## src/rtl/spi_eng_pkg.sv

```systemverilog
package spi_eng_pkg;

    typedef enum logic [1:0] {
        ST_IDLE   = 2'd0,
        ST_DRIVE  = 2'd1,
        ST_SAMPLE = 2'd2
    } eng_state_e;

endpackage

```

## src/rtl/spi_half_timer.sv

```systemverilog
module spi_half_timer #(
    parameter int HALF = 2
) (
    input  logic clk,
    input  logic rst_n,
    input  logic run,
    output logic tick
);
    localparam int CW = (HALF > 1) ? $clog2(HALF) : 1;

    logic [CW-1:0] cnt;

    assign tick = run && (cnt == CW'(HALF - 1));

    always_ff @(posedge clk or negedge rst_n) begin
        if (!rst_n) begin
            cnt <= '0;
        end else if (!run || tick) begin
            cnt <= '0;
        end else begin
            cnt <= cnt + 1'b1;
        end
    end


    half_start_chk: assert property (@(posedge clk) disable iff (!rst_n)
        (run && $past(tick)) |-> (cnt == '0));

endmodule

```

## src/rtl/spi_shifter.sv

```systemverilog
module spi_shifter #(
    parameter int W = 8
) (
    input  logic         clk,
    input  logic         rst_n,
    input  logic         load,
    input  logic         shift,
    input  logic         sample,
    input  logic         last,
    input  logic         lsb_first,
    input  logic [W-1:0] din,
    input  logic         miso,
    output logic         mosi,
    output logic [W-1:0] rx_word,
    output logic         rx_push
);
    logic [W-1:0] tx_sh;
    logic [W-1:0] rx_sh;

    always_ff @(posedge clk or negedge rst_n) begin
        if (!rst_n) begin
            tx_sh <= '0;
        end else if (load) begin
            tx_sh <= din;
        end else if (shift) begin
            tx_sh <= lsb_first ? (tx_sh >> 1) : (tx_sh << 1);
        end
    end

    always_ff @(posedge clk or negedge rst_n) begin
        if (!rst_n) begin
            rx_sh   <= '0;
            rx_push <= 1'b0;
        end else begin
            rx_push <= sample && last;
            if (sample) begin
                rx_sh <= lsb_first ? {miso, rx_sh[W-1:1]} : {rx_sh[W-2:0], miso};
            end
        end
    end

    assign mosi    = lsb_first ? tx_sh[0] : tx_sh[W-1];
    assign rx_word = rx_sh;


    rx_push_single_chk: assert property (@(posedge clk) disable iff (!rst_n)
        rx_push |=> !rx_push);

endmodule

```

## src/rtl/spi_fsm.sv

```systemverilog
module spi_fsm
    import spi_eng_pkg::*;
#(
    parameter int W = 8
) (
    input  logic clk,
    input  logic rst_n,
    input  logic en,
    input  logic inhibit,
    input  logic tx_valid,
    input  logic tick,
    input  logic cpol,
    input  logic cpha,
    output logic load,
    output logic shift,
    output logic sample,
    output logic last,
    output logic run,
    output logic sck
);
    localparam int BW = $clog2(W);

    eng_state_e state, state_nx;
    logic [BW-1:0] bit_idx;
    logic go;

    assign go   = en && !inhibit && tx_valid;
    assign last = (bit_idx == BW'(W - 1));

    // state register
    always_ff @(posedge clk or negedge rst_n) begin
        if (!rst_n) begin
            state <= ST_IDLE;
        end else begin
            state <= state_nx;
        end
    end

    // next-state decode
    always_comb begin
        state_nx = state;
        unique case (state)
            ST_IDLE:   if (go) state_nx = ST_DRIVE;
            ST_DRIVE:  if (tick) state_nx = ST_SAMPLE;
            ST_SAMPLE: begin
                if (tick) begin
                    if (!last || go) state_nx = ST_DRIVE;
                    else             state_nx = ST_IDLE;
                end
            end
            default:   state_nx = ST_IDLE;
        endcase
    end

    // outputs
    always_comb begin
        load   = 1'b0;
        shift  = 1'b0;
        sample = 1'b0;
        run    = 1'b0;
        sck    = cpol;
        unique case (state)
            ST_IDLE: begin
                load = go;
            end
            ST_DRIVE: begin
                run    = 1'b1;
                sck    = cpol ^ cpha;
                sample = tick;
            end
            ST_SAMPLE: begin
                run   = 1'b1;
                sck   = cpol ^ ~cpha;
                shift = tick && !last;
                load  = tick && last && go;
            end
            default: ;
        endcase
    end

    always_ff @(posedge clk or negedge rst_n) begin
        if (!rst_n) begin
            bit_idx <= '0;
        end else if (load) begin
            bit_idx <= '0;
        end else if (shift) begin
            bit_idx <= bit_idx + 1'b1;
        end
    end


    pop_needs_valid_chk: assert property (@(posedge clk) disable iff (!rst_n)
        load |-> tx_valid);


    gate_closed_hold_chk: assert property (@(posedge clk) disable iff (!rst_n)
        (state == ST_IDLE && (inhibit || !en)) |=> (state == ST_IDLE));


    busy_fall_chk: assert property (@(posedge clk) disable iff (!rst_n)
        $fell(run) |-> $past(state == ST_SAMPLE && tick && last));


    pop_then_busy_chk: assert property (@(posedge clk) disable iff (!rst_n)
        load |=> run);

endmodule

```

## src/rtl/spi_xfer_engine.sv

```systemverilog
module spi_xfer_engine #(
    parameter int WORD_W    = 8,
    parameter int NUM_SS    = 4,
    parameter int CLK_RATIO = 4
) (
    input  logic              clk,
    input  logic              rst_n,
    input  logic              en,
    input  logic              master_inhibit,
    input  logic              lsb_first,
    input  logic              cpol,
    input  logic              cpha,
    input  logic [NUM_SS-1:0] ss_sel,
    input  logic              tx_valid,
    input  logic [WORD_W-1:0] tx_data,
    output logic              tx_pop,
    input  logic              miso,
    output logic              sck,
    output logic              mosi,
    output logic [NUM_SS-1:0] ss_n,
    output logic              busy,
    output logic              rx_push,
    output logic [WORD_W-1:0] rx_data
);
    localparam int HALF = CLK_RATIO / 2;

    logic tick;
    logic run;
    logic shift;
    logic sample;
    logic last;

    spi_half_timer #(.HALF(HALF)) u_timer (
        .clk   (clk),
        .rst_n (rst_n),
        .run   (run),
        .tick  (tick)
    );

    spi_fsm #(.W(WORD_W)) u_fsm (
        .clk      (clk),
        .rst_n    (rst_n),
        .en       (en),
        .inhibit  (master_inhibit),
        .tx_valid (tx_valid),
        .tick     (tick),
        .cpol     (cpol),
        .cpha     (cpha),
        .load     (tx_pop),
        .shift    (shift),
        .sample   (sample),
        .last     (last),
        .run      (run),
        .sck      (sck)
    );

    spi_shifter #(.W(WORD_W)) u_shift (
        .clk       (clk),
        .rst_n     (rst_n),
        .load      (tx_pop),
        .shift     (shift),
        .sample    (sample),
        .last      (last),
        .lsb_first (lsb_first),
        .din       (tx_data),
        .miso      (miso),
        .mosi      (mosi),
        .rx_word   (rx_data),
        .rx_push   (rx_push)
    );

    always_ff @(posedge clk or negedge rst_n) begin
        if (!rst_n) begin
            ss_n <= '1;
        end else begin
            ss_n <= ss_sel;
        end
    end

    assign busy = run;


    ss_follow_chk: assert property (@(posedge clk) disable iff (!rst_n)
        rst_n |=> (ss_n == $past(ss_sel)));


    sck_hold_chk: assert property (@(posedge clk) disable iff (!rst_n)
        (busy && !tick) |=> ($stable(sck) || !$stable(cpol) || !$stable(cpha)));

endmodule

```

## config.mk

```make
export PLATFORM = sky130hd
export DESIGN_NAME = spi_xfer_engine
export DESIGN_NICKNAME = d
export VERILOG_FILES = /design/src/rtl/spi_eng_pkg.sv /design/src/rtl/spi_half_timer.sv /design/src/rtl/spi_shifter.sv /design/src/rtl/spi_fsm.sv /design/src/rtl/spi_xfer_engine.sv
export SDC_FILE = /design/constraint.sdc
export NUM_CORES = 1
export LEC_CHECK = 0
export ABC_AREA = 1
export BUFFER_PORTS_ARGS = -buffer_cell sky130_fd_sc_hd__buf_2
export CORE_MARGIN = 10
export CORE_UTILIZATION = 48
export DETAILED_ROUTE_END_ITERATION = 10
export GPL_TIMING_DRIVEN = 0
export PLACE_DENSITY = 0.71
export SLEW_MARGIN = 20
export SYNTH_ARGS = -nofsm -noshare
export SYNTH_HDL_FRONTEND = slang
export SYNTH_HIERARCHICAL = 1
export SYNTH_SLANG_ARGS = --single-unit
```

## constraint.sdc

```tcl
create_clock -name clk -period 4.35 [get_ports clk]
set_clock_uncertainty 0.05 [all_clocks]
set_input_delay 0.6525 -clock clk [delete_from_list [all_inputs] [get_ports clk]]
set_output_delay 0.6525 -clock clk [all_outputs]
set_load 0.02 [all_outputs]
```

### Word level (Yosys, flattened, before mapping)

Cells that the tools add are included.

* register bits after elaboration: 27
* input port bits: 21
* output and inout bits: 17
* logic and storage cells: 52

* add/subtract/negate cells: 2
* eq/ne operators: 6
* mux-type cells: 18
* bitwise logic cells: 3
* reduce and logical (&&, ||, !) cells: 16

Operators with widths (count)
* 2-to-1 mux 8 bit: 4
* logical AND 1 bit: 7
* 2-to-1 mux 1 bit: 6
* 2-to-1 mux 2 bit: 3
* 2-to-1 mux 3 bit: 2
* inequality test 2 x 1 -> 1 bit, second input constant: 3
* one-hot mux 2 bit (3 select lines): 1
* one-hot mux 1 bit (2 select lines): 2
* adder 3 x 1 -> 3 bit, second input constant: 1
* == test 3 bit, second input constant: 1
* logical NOT 1 bit: 3
* AND reduction 3 bit: 1
* == test 2 x 1 -> 1 bit, second input constant: 1
* == test 2 bit, second input constant: 1
* logical NOT 2 bit: 1
* logical OR 1 bit: 2
* nonzero test 2 bit: 1
* OR reduction 2 bit: 1
* bitwise XOR 1 bit: 2
* adder 1 bit, second input constant: 1
* NOT 1 bit: 1

### Longest topological paths before layout

Gate-level depths: netlist of run 1.

* depth in word-level cells: 8
* gate-level depth with buffers: 12
* gate-level depth less buffers: 12

### Modules after synthesis

Netlist of run 1, hierarchy kept.

Modules (own cells, without submodules)
* spi_shifter: times used 1, cells each 140, area each 953.4 µm²
* spi_fsm: times used 1, cells each 55, area each 415.4 µm²
* spi_xfer_engine: times used 1, cells each 4, area each 105.1 µm²
* spi_half_timer: times used 1, cells each 5, area each 42.5 µm²

### Worst setup path before layout of run 1

Ideal clock, no wire load.

* kind: reg2out
* from: register u_fsm.state[0]
* to: output port tx_pop
* data arrival time: 1.414 ns
* data required time: 3.648 ns
* setup slack: 2.233 ns
* stages on the path, launching flop included: 7
* path buffers: 0
* path through: dfrtp_1 -> inv_1 -> ha_1 -> nand2_1 -> inv_1 -> nand3_2 -> a21oi_4

* word-level cells in the longest chain between the ends: 7

RTL lines
* start, declared: line spi_fsm.sv:23 `eng_state_e state, state_nx;`
* start signal, assigned: line spi_fsm.sv:35 `state <= state_nx;`
* == test 2 x 1 -> 1 bit or == test 2 bit (tied branches): line spi_fsm.sv:62 `unique case (state)`
* OR reduction 2 bit (no source line) (*)
* 2-to-1 mux 1 bit (*): line spi_fsm.sv:62
* named net busy: line spi_xfer_engine.sv:21 `output logic busy,`
* logical AND 1 bit (*): line spi_half_timer.sv:13 `assign tick = run && (cnt == CW'(HALF - 1));`
* named net tick: line spi_xfer_engine.sv:27 `logic tick;`
* logical AND 1 bit (*) (2 in series): line spi_fsm.sv:75 `load = tick && last && go;`
* one-hot mux 1 bit (2 select lines) (*): line spi_fsm.sv:62
* end, declared: line spi_xfer_engine.sv:16 `output logic tx_pop,`

Mark *: on every way through the listed nets, which the timed path passes. The rest lies on a longest branch.

### Worst setup path in the final report of run 1

* from: register u_fsm.state[0]
* to: output port tx_pop

* word-level cells in the longest chain between the ends: 7

RTL lines (line)
* == test 2 x 1 -> 1 bit or == test 2 bit (tied branches): spi_fsm.sv:62
* OR reduction 2 bit (no source line) (*)
* 2-to-1 mux 1 bit (*): spi_fsm.sv:62
* logical AND 1 bit (*): spi_half_timer.sv:13
* named net tick: spi_xfer_engine.sv:27
* logical AND 1 bit (*) (2 in series): spi_fsm.sv:75
* one-hot mux 1 bit (2 select lines) (*): spi_fsm.sv:62

Marks and branches as above.

==> impl_metrics.tcl, run 1 <==
set metrics [dict create \
    status "complete, no violations" \
    die_h_um 76.2 \
    worst_setup_path_start_kind "register" \
    synth_area_um2 1520 \
    placed_area_um2 1750 \
    min_path_type "in -> async" \
    postRouteAntennaNets 0 \
    ys.flop_type "dfrtp_1" \
    die_w_um 76.2 \
    core_area_um2 3030 \
    final_cell_area_um2 1780 \
    antennaDiodeCount 0 \
    clk_latency_ns 0.32 \
    worstMarginPinSlew_ns 0.587 \
    grt_pass1_wl_um 5610 \
    max_slew_margin_pct 60.9 \
    path_class "reg -> out" \
    syn-num-nets 232 \
    drv_slew 0 \
    cts.clk_slew.worst_paths_ns 0.14 \
    cp_max_fo 5 \
    finalSetupViolCount 0 \
    port_buffers 36 \
    cts_made_buffers 3 \
    period_needed_ns 2.60 \
    vias_per_cell 4.49 \
    cap_viol_max_count 0 \
    crit_required_ns 3.65 \
    p_leak_uw 0.00109 \
    grt_overflow 0 \
    ys_warn_count 6 \
    dp_worst_setup_slack_ns 2.10 \
    worstPathArrival_ns 1.90 \
    rsz0062_at_grt "no" \
    cts_root_buf "clkbuf_4" \
    wl_per_cell_um 11.0 \
    grt_pass1_vias 1232 \
    hold_violations 0 \
    fin_setup_tns_ns 0 \
    min_period_over_period_pct 59.7 \
    io_pins 38 \
    post_cts_buffers 0 \
    fmax_mhz 385 \
    ys_seq_area_share_pct 44.9 \
    cts_num_sinks 27 \
    synth.distinct_cells 23 \
    r2r_cells 10 \
    drt_iter0_drc 84 \
    antenna_found_initial 0 \
    final_nets 273 \
    area_growth_pct 17.3 \
    grt_max_degree 28 \
    power_density_nw_per_um2 567 \
    syn_avg_cell_area_um2 7.43 \
    syn_inst 204 \
    htreeDepth 1 \
    peakVddDrop_mv 0.212 \
    synth_edf_count 0 \
    via_count 1293 \
    endpoint_kind "output pin" \
    cts_hold_buf 0 \
    synth_seq_cells 27 \
    totalWireLength_um 3170 \
    drt_pass1_iterations 4 \
    layout_common_cells "nand2_1, buf_2, inv_1" \
    initial_utilization_pct 50.1 \
    drive_above_1_share_pct 25.0 \
    place_congestion 0.800 \
    dpl.hpwl_um 2480 \
    async_flop_share_pct 100 \
    fin_ws_ns 1.75 \
    rows 20 \
    clk_path_buf_depth 2 \
    drc 0 \
    grt_usage_pct 11.1 \
    layout_commonest_cell "nand2_1" \
    cts_tree "done" \
    dieArea_um2 5810 \
    whs_ns 0.260 \
    cts_resized 0 \
]
==> where the power goes <==
group	internal, uW	switching (uW)
registers	347	75.2
logic	176	303
clock network	34.4	72.9
==> worst max-delay path: stages, from the launching register on <==
cell and delay, ns:
dfrtp_1 0.45, inv_1 0.09, ha_1 0.34, nand2_1 0.07, inv_1 0.11, nand3_2 0.11, a21oi_4 0.22, buf_2 0.20
==> path summary, 6_finish.rpt <==
| path | slack (ns) | end | startpoint |
|---|---|---|---|
| max | 1.75 | tx_pop | u_fsm/state[0] |
| min | 0.26 | u_fsm/state[0] | rst_n |
| max reg2reg | 2.41 | u_shift/tx_sh[3] | u_fsm/state[0] |
| min reg2reg | 0.39 | u_timer/cnt | u_timer/cnt |
| max in group asynchronous | 3.61 | u_timer/cnt | rst_n |
| min in group clk | 0.36 | ss_n[2] | ss_sel[2] |
==> synthesized netlist by cell type (all sizes together) (4+ instances only) <==
library cell / instances / area (um2)
nand3: 14 / 75.1
ha: 7 / 87.6
buf: 5 / 42.5
nor2: 7 / 41.3
nand2: 99 / 377
dfrtp: 23 / 576
a21oi: 7 / 46.3
inv: 33 / 131
dfstp: 4 / 105
==> registers in the layout, summed over array words and instances, names as in the netlist <==
register         count
ss_n                 4
u_fsm/bit_idx        3
u_fsm/state          2
u_shift/rx_push      1
u_shift/rx_word      8
u_shift/tx_sh        8
u_timer/cnt          1
==> final cells by class <==
type | count | area, um2
buffer | 5 | 42.5
clock buffer | 3 | 22.5
clock inverter | 1 | 5.00
fill | 299 | 1250
inverter | 33 | 131
multi-input combinational | 139 | 662
sequential | 27 | 681
tap | 44 | 55.1
timing repair buffer | 36 | 180
==> through the flow <==
stage          util [%]  std cells  total power [uW]
2_1_floorplan         -        204               772
3_3_place_gp       57.9        284               899
3_5_place_dp       57.9        284               914
4_1_cts            58.8        288              1020
5_1_grt            58.8        288              1110
6_report           58.8        288              1010
==> logic make-up after synthesis <==
group | share of synthesized area, %
fa+ha+maj | 5.78
compound gates | 3.38
simple gates | 33.3
flops | 44.9
xor+xnor | 1.16
buf+inv | 11.5
==> per-layer routing <==
layer	global-route usage (%)	share of wire (%)	vias to the layer above
met5	0	0	-
met4	3.35	0.73	0
met3	3.18	4.5	2
met2	18.5	45	25
met1	13.6	50	578
li1	-	-	688
(Power assumes the default switching activity.)
==> inputs of run 2 (changes only) <==
--- a/config.mk
+++ b/config.mk
@@ -8,10 +8,10 @@
 export ABC_AREA = 1
 export BUFFER_PORTS_ARGS = -buffer_cell sky130_fd_sc_hd__buf_2
 export CORE_MARGIN = 10
-export CORE_UTILIZATION = 48
+export CORE_UTILIZATION = 47
 export DETAILED_ROUTE_END_ITERATION = 10
 export GPL_TIMING_DRIVEN = 0
-export PLACE_DENSITY = 0.71
+export PLACE_DENSITY = 0.73
 export SLEW_MARGIN = 20
 export SYNTH_ARGS = -nofsm -noshare
 export SYNTH_HDL_FRONTEND = slang
==> constraint.sdc (replaced) <==
create_clock -name clk -period 2.37 [get_ports clk]
set_clock_uncertainty 0.05 [all_clocks]
set_input_delay 0.3555 -clock clk [delete_from_list [all_inputs] [get_ports clk]]
set_output_delay 0.3555 -clock clk [all_outputs]
set_load 0.02 [all_outputs]
==> run 2 against run 1 <==
Compared with the run above: global-route usage barely moved; critical path depth did not move; combinational power rose by 92%; die area rose by 1.6%; largest cell class unchanged; worst setup slack got worse by 1.6 ns; sequential share of layout area fell by 0.72 points; total power rose by 88%; critical endpoint unchanged; register-to-register slack got worse by 2.0 ns; via count rose by 0.46%.
==> impl_metrics.tcl, run 2 (same netlist as run 1, synthesis figures left out) <==
set metrics [dict create \
    status "complete, no violations" \
    fillCellCount 297 \
    pwr-share-seq_pct 40.8 \
    rsz0062_at_grt "no" \
    use_met2_pct 19.6 \
    regArea_um2 682 \
    rows 20 \
    cts.clk_slew.worst_paths_ns 0.14 \
    post-place-cells 284 \
    cts_tree "done" \
    min_from "ss_sel[1]" \
    die_w_um 76.8 \
    grt_pass1_wl_um 5730 \
    finalSetupViolCount 0 \
    grt_max_degree 28 \
    slowest_stage "dfrtp_1" \
    stdcell_count 291 \
    hold_depth 1 \
    totalWireLength_um 3210 \
    wl_per_cell_um 11.0 \
    htreeDepth 1 \
    path_delay_family "flip-flops" \
    io_pins 38 \
    cap_viol_max_count 0 \
    fin_util_pct 59.0 \
    drt_pass1_iterations 4 \
    reg2reg_slack_ns 0.41 \
    antennaDiodeCount 0 \
    max_slew_margin_pct 61.3 \
    reg2reg_to "u_shift/tx_sh[4]" \
    core_area_um2 3080 \
    whs_ns 0.0599 \
    path_class "reg -> out" \
    clk_path_buf_depth 2 \
    via_count 1299 \
    initial_utilization_pct 49.3 \
    vias_per_cell 4.46 \
    hold_violations 0 \
    cts_num_sinks 27 \
    switching_share_pct 44.5 \
    worstPathArrival_ns 1.81 \
    endpoint_kind "output pin" \
    r2r_start "u_fsm/state[1]" \
    p_leak_uw 0.00110 \
    crit_required_ns 1.96 \
    combinationalPowerShare_pct 48.5 \
    critical_path_buf_inv_count 3 \
    clock_power_share_pct 10.7 \
    placed_area_um2 1750 \
    peakVddDrop_mv 0.320 \
    dieArea_um2 5900 \
    drt_iter0_drc 75 \
    cp_max_fo 4 \
    cp_common_cell "inv_1" \
    die_h_um 76.8 \
    drive_above_1_share_pct 25.9 \
    layout_commonest_cell "nand2_1" \
    dpl.hpwl_um 2370 \
    layout_common_cells "nand2_1, buf_2, inv_1" \
    min_path_type "in -> reg" \
    drv_slew 0 \
    worstMarginPinSlew_ns 0.580 \
    final_cell_area_um2 1820 \
    power_density_nw_per_um2 1050 \
    cp_cell_sequence "inv_1 -> ha_4 -> nand2_1 -> inv_1 -> nand3_2 -> a21oi_4 -> buf_2" \
    antenna_found_initial 0 \
    busiest_layer "met2" \
    min_period_over_period_pct 93.3 \
    final_nets 276 \
    clk_latency_ns 0.33 \
    intPower_uw 1050 \
    fmax_mhz 452 \
    grt_pass1_vias 1325 \
    grt_usage_pct 11.2 \
    cts_made_buffers 3 \
    grt_overflow 0 \
    cts_root_buf "clkbuf_4" \
    hold_end "ss_n[1]" \
    port_buffers 36 \
    p_switching_uw 844 \
    worst_setup_path_start_kind "register" \
    crit_path_max_incr_delay_ns 0.43 \
    met3_usage_pct 3.26 \
    area_growth_pct 19.8 \
    drc 0 \
    multiInputGateArea_um2 674 \
    postRouteAntennaNets 0 \
    place_congestion 0.784 \
    period_needed_ns 2.21 \
    grtUsageMet1_pct 12.4 \
    r2r_cells 11 \
    fin_setup_tns_ns 0 \
]
[run 2: changes by cell type in the layout (fill, tap and decap cells not counted), sizes merged]
| cell | previous run | this run |
|---|---|---|
| clkinv | 1 | 0 |
| dlygate4sd3 | 0 | 1 |
| clkbuf | 3 | 4 |
| buf | 41 | 43 |
[run 2: routing by layer]
| layer | part of all wire (%) | wire, um |
|---|---|---|
| met1 | 46 | 1470 |
| met2 | 49 | 1560 |
| met3 | 5.0 | 159 |
| met4 | 0.62 | 20 |
| met5 | 0 | 0 |
[run 2: cell type report]
cell class	count	share of cell area [%]
multi-input combinational	139	37.1
timing repair buffer	39	11.3
clock buffer	4	1.45
buffer	5	2.34
inverter	33	7.23
sequential	27	37.5
tap	44	3.03
[run 2: through the flow]
| step | setup slack [ns] | total power, uW |
|---|---|---|
| final | 0.159 | 1900 |
| after detailed placement | 0.418 | 1670 |
| after floorplan | 0.402 | 1420 |
| after global placement | 0.447 | 1650 |
| after global routing | 0.0319 | 2100 |
| after CTS | 0.00740 | 1890 |
[run 2: worst max-delay path by stage]
stage | depth (start not counted) | startpoint | slack, ns | end
floorplan | 10 | u_fsm/state[0] | 0.40 | u_shift/tx_sh[7]
global route | 7 | u_fsm/state[1] | 0.03 | tx_pop
detailed placement | 7 | u_fsm/state[0] | 0.42 | tx_pop
global placement | 7 | u_fsm/state[0] | 0.45 | tx_pop
CTS | 7 | u_fsm/state[0] | 0.007 | tx_pop
finish | 7 | u_fsm/state[1] | 0.16 | tx_pop
[run 2: repair_timing]
action	in CTS	in global routing
setup buffers	0	2
setup endpoints to repair	0	1
resized for setup	0	2
endpoints found under the hold margin	23	0
hold buffers	1	0
[run 2: power by group through the flow]
| stage | clock (uW) | combinational (uW) | sequential, uW |
|---|---|---|---|
| 4_1_cts | 215 | 898 | 775 |
| 6_report | 203 | 920 | 775 |
| 3_3_place_gp | 0 | 867 | 779 |
| 5_1_grt | 230 | 1060 | 802 |
| 3_5_place_dp | 0 | 890 | 783 |
| 2_1_floorplan | 0 | 567 | 849 |
==> inputs of run 3 (changes only) <==
--- a/config.mk
+++ b/config.mk
@@ -7,8 +7,10 @@
 export LEC_CHECK = 0
 export ABC_AREA = 1
 export BUFFER_PORTS_ARGS = -buffer_cell sky130_fd_sc_hd__buf_2
+export CELL_PAD_IN_SITES_DETAIL_PLACEMENT = 0
+export CELL_PAD_IN_SITES_GLOBAL_PLACEMENT = 1
 export CORE_MARGIN = 10
-export CORE_UTILIZATION = 47
+export CORE_UTILIZATION = 34
 export DETAILED_ROUTE_END_ITERATION = 10
 export GPL_TIMING_DRIVEN = 0
 export PLACE_DENSITY = 0.73
==> run 3 against run 2 <==
Compared with the run above: highest routed layer unchanged; first-iteration DRC count decreased by 33%; wire length increased by 5.4%; register-to-register slack better by 0.02 ns; non-clock buffer count did not move; global-route usage decreased by 2.0 points; critical path type unchanged; hold slack lost 0.044 ns; total power is 2.0% higher; clock-buffer cell count is 1 lower.
==> impl_metrics.tcl, run 3 (same netlist as run 1, synthesis figures left out) <==
set metrics [dict create \
    vias_per_cell 4.33 \
    status "complete, no violations" \
    cp_cell_sequence "inv_1 -> ha_1 -> nand2_1 -> inv_1 -> nand3_2 -> a21oi_4 -> buf_2" \
    cp_max_fo 4 \
    fmax_mhz 449 \
    intPower_uw 1090 \
    endpoint_kind "output pin" \
    drt_pass1_iterations 2 \
    multiInputGateArea_um2 662 \
    dieArea_um2 7530 \
    crit_path_max_incr_delay_ns 0.42 \
    wl_per_cell_um 11.3 \
    p_leak_uw 0.00111 \
    cp_common_cell "inv_1" \
    grt_overflow 0 \
    finalSetupViolCount 0 \
    grt_pass1_vias 1265 \
    cts_made_buffers 3 \
    slowest_stage "dfrtp_1" \
    worstPathArrival_ns 1.82 \
    power_density_nw_per_um2 1060 \
    grt_pass1_wl_um 5860 \
    antennaDiodeCount 0 \
    cts_resized 0 \
    drt_iter0_drc 50 \
    grt_usage_pct 9.15 \
    drv_slew 0 \
    htreeDepth 1 \
    cap_viol_max_count 0 \
    min_path_type "in -> async" \
    io_pins 38 \
    initial_utilization_pct 35.1 \
    postRouteAntennaNets 0 \
    drc 0 \
    antenna_found_initial 0 \
    die_w_um 86.8 \
    core_area_um2 4320 \
    via_count 1296 \
    place_congestion 0.729 \
    post-place-cells 292 \
    dpl.hpwl_um 2570 \
    crit_required_ns 1.96 \
    layout_common_cells "nand2_1, buf_2, inv_1" \
    rows 24 \
    cts.clk_slew.worst_paths_ns 0.10 \
    clock_power_share_pct 14.0 \
    min_period_over_period_pct 93.9 \
    cts_num_sinks 27 \
    combinationalPowerShare_pct 46.0 \
    path_class "reg -> out" \
    totalWireLength_um 3380 \
    cts_tree "done" \
    critical_path_buf_inv_count 3 \
    clk_path_buf_depth 2 \
    power.total_uw 1940 \
    worst_setup_path_start_kind "register" \
    rsz0062_at_grt "no" \
    regArea_um2 681 \
    layout_commonest_cell "nand2_1" \
    clk_latency_ns 0.28 \
    grt_max_degree 28 \
    final_nets 276 \
    drive_above_1_share_pct 25.9 \
    worstMarginPinSlew_ns 0.599 \
    pwr-share-seq_pct 40.0 \
    hold_violations 0 \
    peakVddDrop_mv 0.382 \
    port_buffers 36 \
    stdcell_count 299 \
    path_delay_family "flip-flops" \
    fillCellCount 479 \
    fin_setup_tns_ns 0 \
    area_growth_pct 20.9 \
    cts_root_buf "clkbuf_8" \
    max_slew_margin_pct 60.1 \
    die_h_um 86.8 \
    switching_share_pct 43.7 \
    p_switching_uw 847 \
    period_needed_ns 2.23 \
]
-- run 3: per-layer routing --
| layer | share of wire [%] | global-route usage [%] |
|---|---|---|
| met5 | 0 | 0 |
| met4 | 0.59 | 1.77 |
| met3 | 6.2 | 3.38 |
| met2 | 45 | 14.4 |
| met1 | 48 | 11.7 |
-- run 3: layout make-up --
cell class                      instances  share of cell area (%)
Clock buffer                            3                    2.25
Timing Repair Buffer                   39                    11.1
Inverter                               33                    7.17
Buffer                                  5                    2.32
Clock inverter                          1                   0.410
Tap cell                               52                    3.55
Sequential cell                        27                    37.1
Multi-Input combinational cell        139                    36.1
-- run 3: stage by stage --
step | area (um2) | worst slack [ns] | hold WS (ns) | utilization, %
finish | 1830 | 0.145 | 0.0157 | 42.4
global route | 1830 | 0.000791 | 0.0699 | 42.4
CTS | 1810 | 0.0971 | 0.0438 | 41.9
detailed placement | 1760 | 0.427 | 0.360 | 40.7
global placement | 1760 | 0.426 | 0.359 | 40.7
floorplan | 1520 | 0.402 | 0.00991 | -
-- run 3: path summary, 6_finish.rpt --
path / from / endpoint / slack, ns / cells after the start
worst min register to register: u_timer/cnt / u_timer/cnt / 0.41 / 1
worst min-delay path: rst_n / u_timer/cnt / 0.02 / 1
worst max register to register: u_fsm/state[0] / u_shift/tx_sh[1] / 0.43 / 10
min in group clk: ss_sel[2] / ss_n[2] / 0.11 / 1
max in group asynchronous: rst_n / u_fsm/bit_idx[2] / 1.85 / 1
worst max-delay path: u_fsm/state[1] / tx_pop / 0.14 / 7
-- run 3: repair_timing --
item                                    in CTS  in global routing
endpoints found under the setup margin       0                  1
hold buffers                                 0                  0
setup buffers                                0                  3
endpoints found under the hold margin        0                  0
-- run 3: worst register-to-register path: stages (launching register included) --
cell and delay (ns):
dfrtp_1 0.44, inv_1 0.08, ha_1 0.35, nand2_1 0.09, inv_1 0.07, nand3_2 0.10, a21oi_4 0.07, buf_4 0.14
nor2_2 0.31, a21oi_1 0.12, nand2_1 0.07
-- run 3: power groups by stage --
stage / combinational [uW] / sequential, uW / clock (uW)
after floorplan: 567 / 849 / 0
after global placement: 883 / 783 / 0
after detailed placement: 893 / 784 / 0
after CTS: 895 / 776 / 284
after global routing: 1020 / 804 / 300
final: 891 / 775 / 271
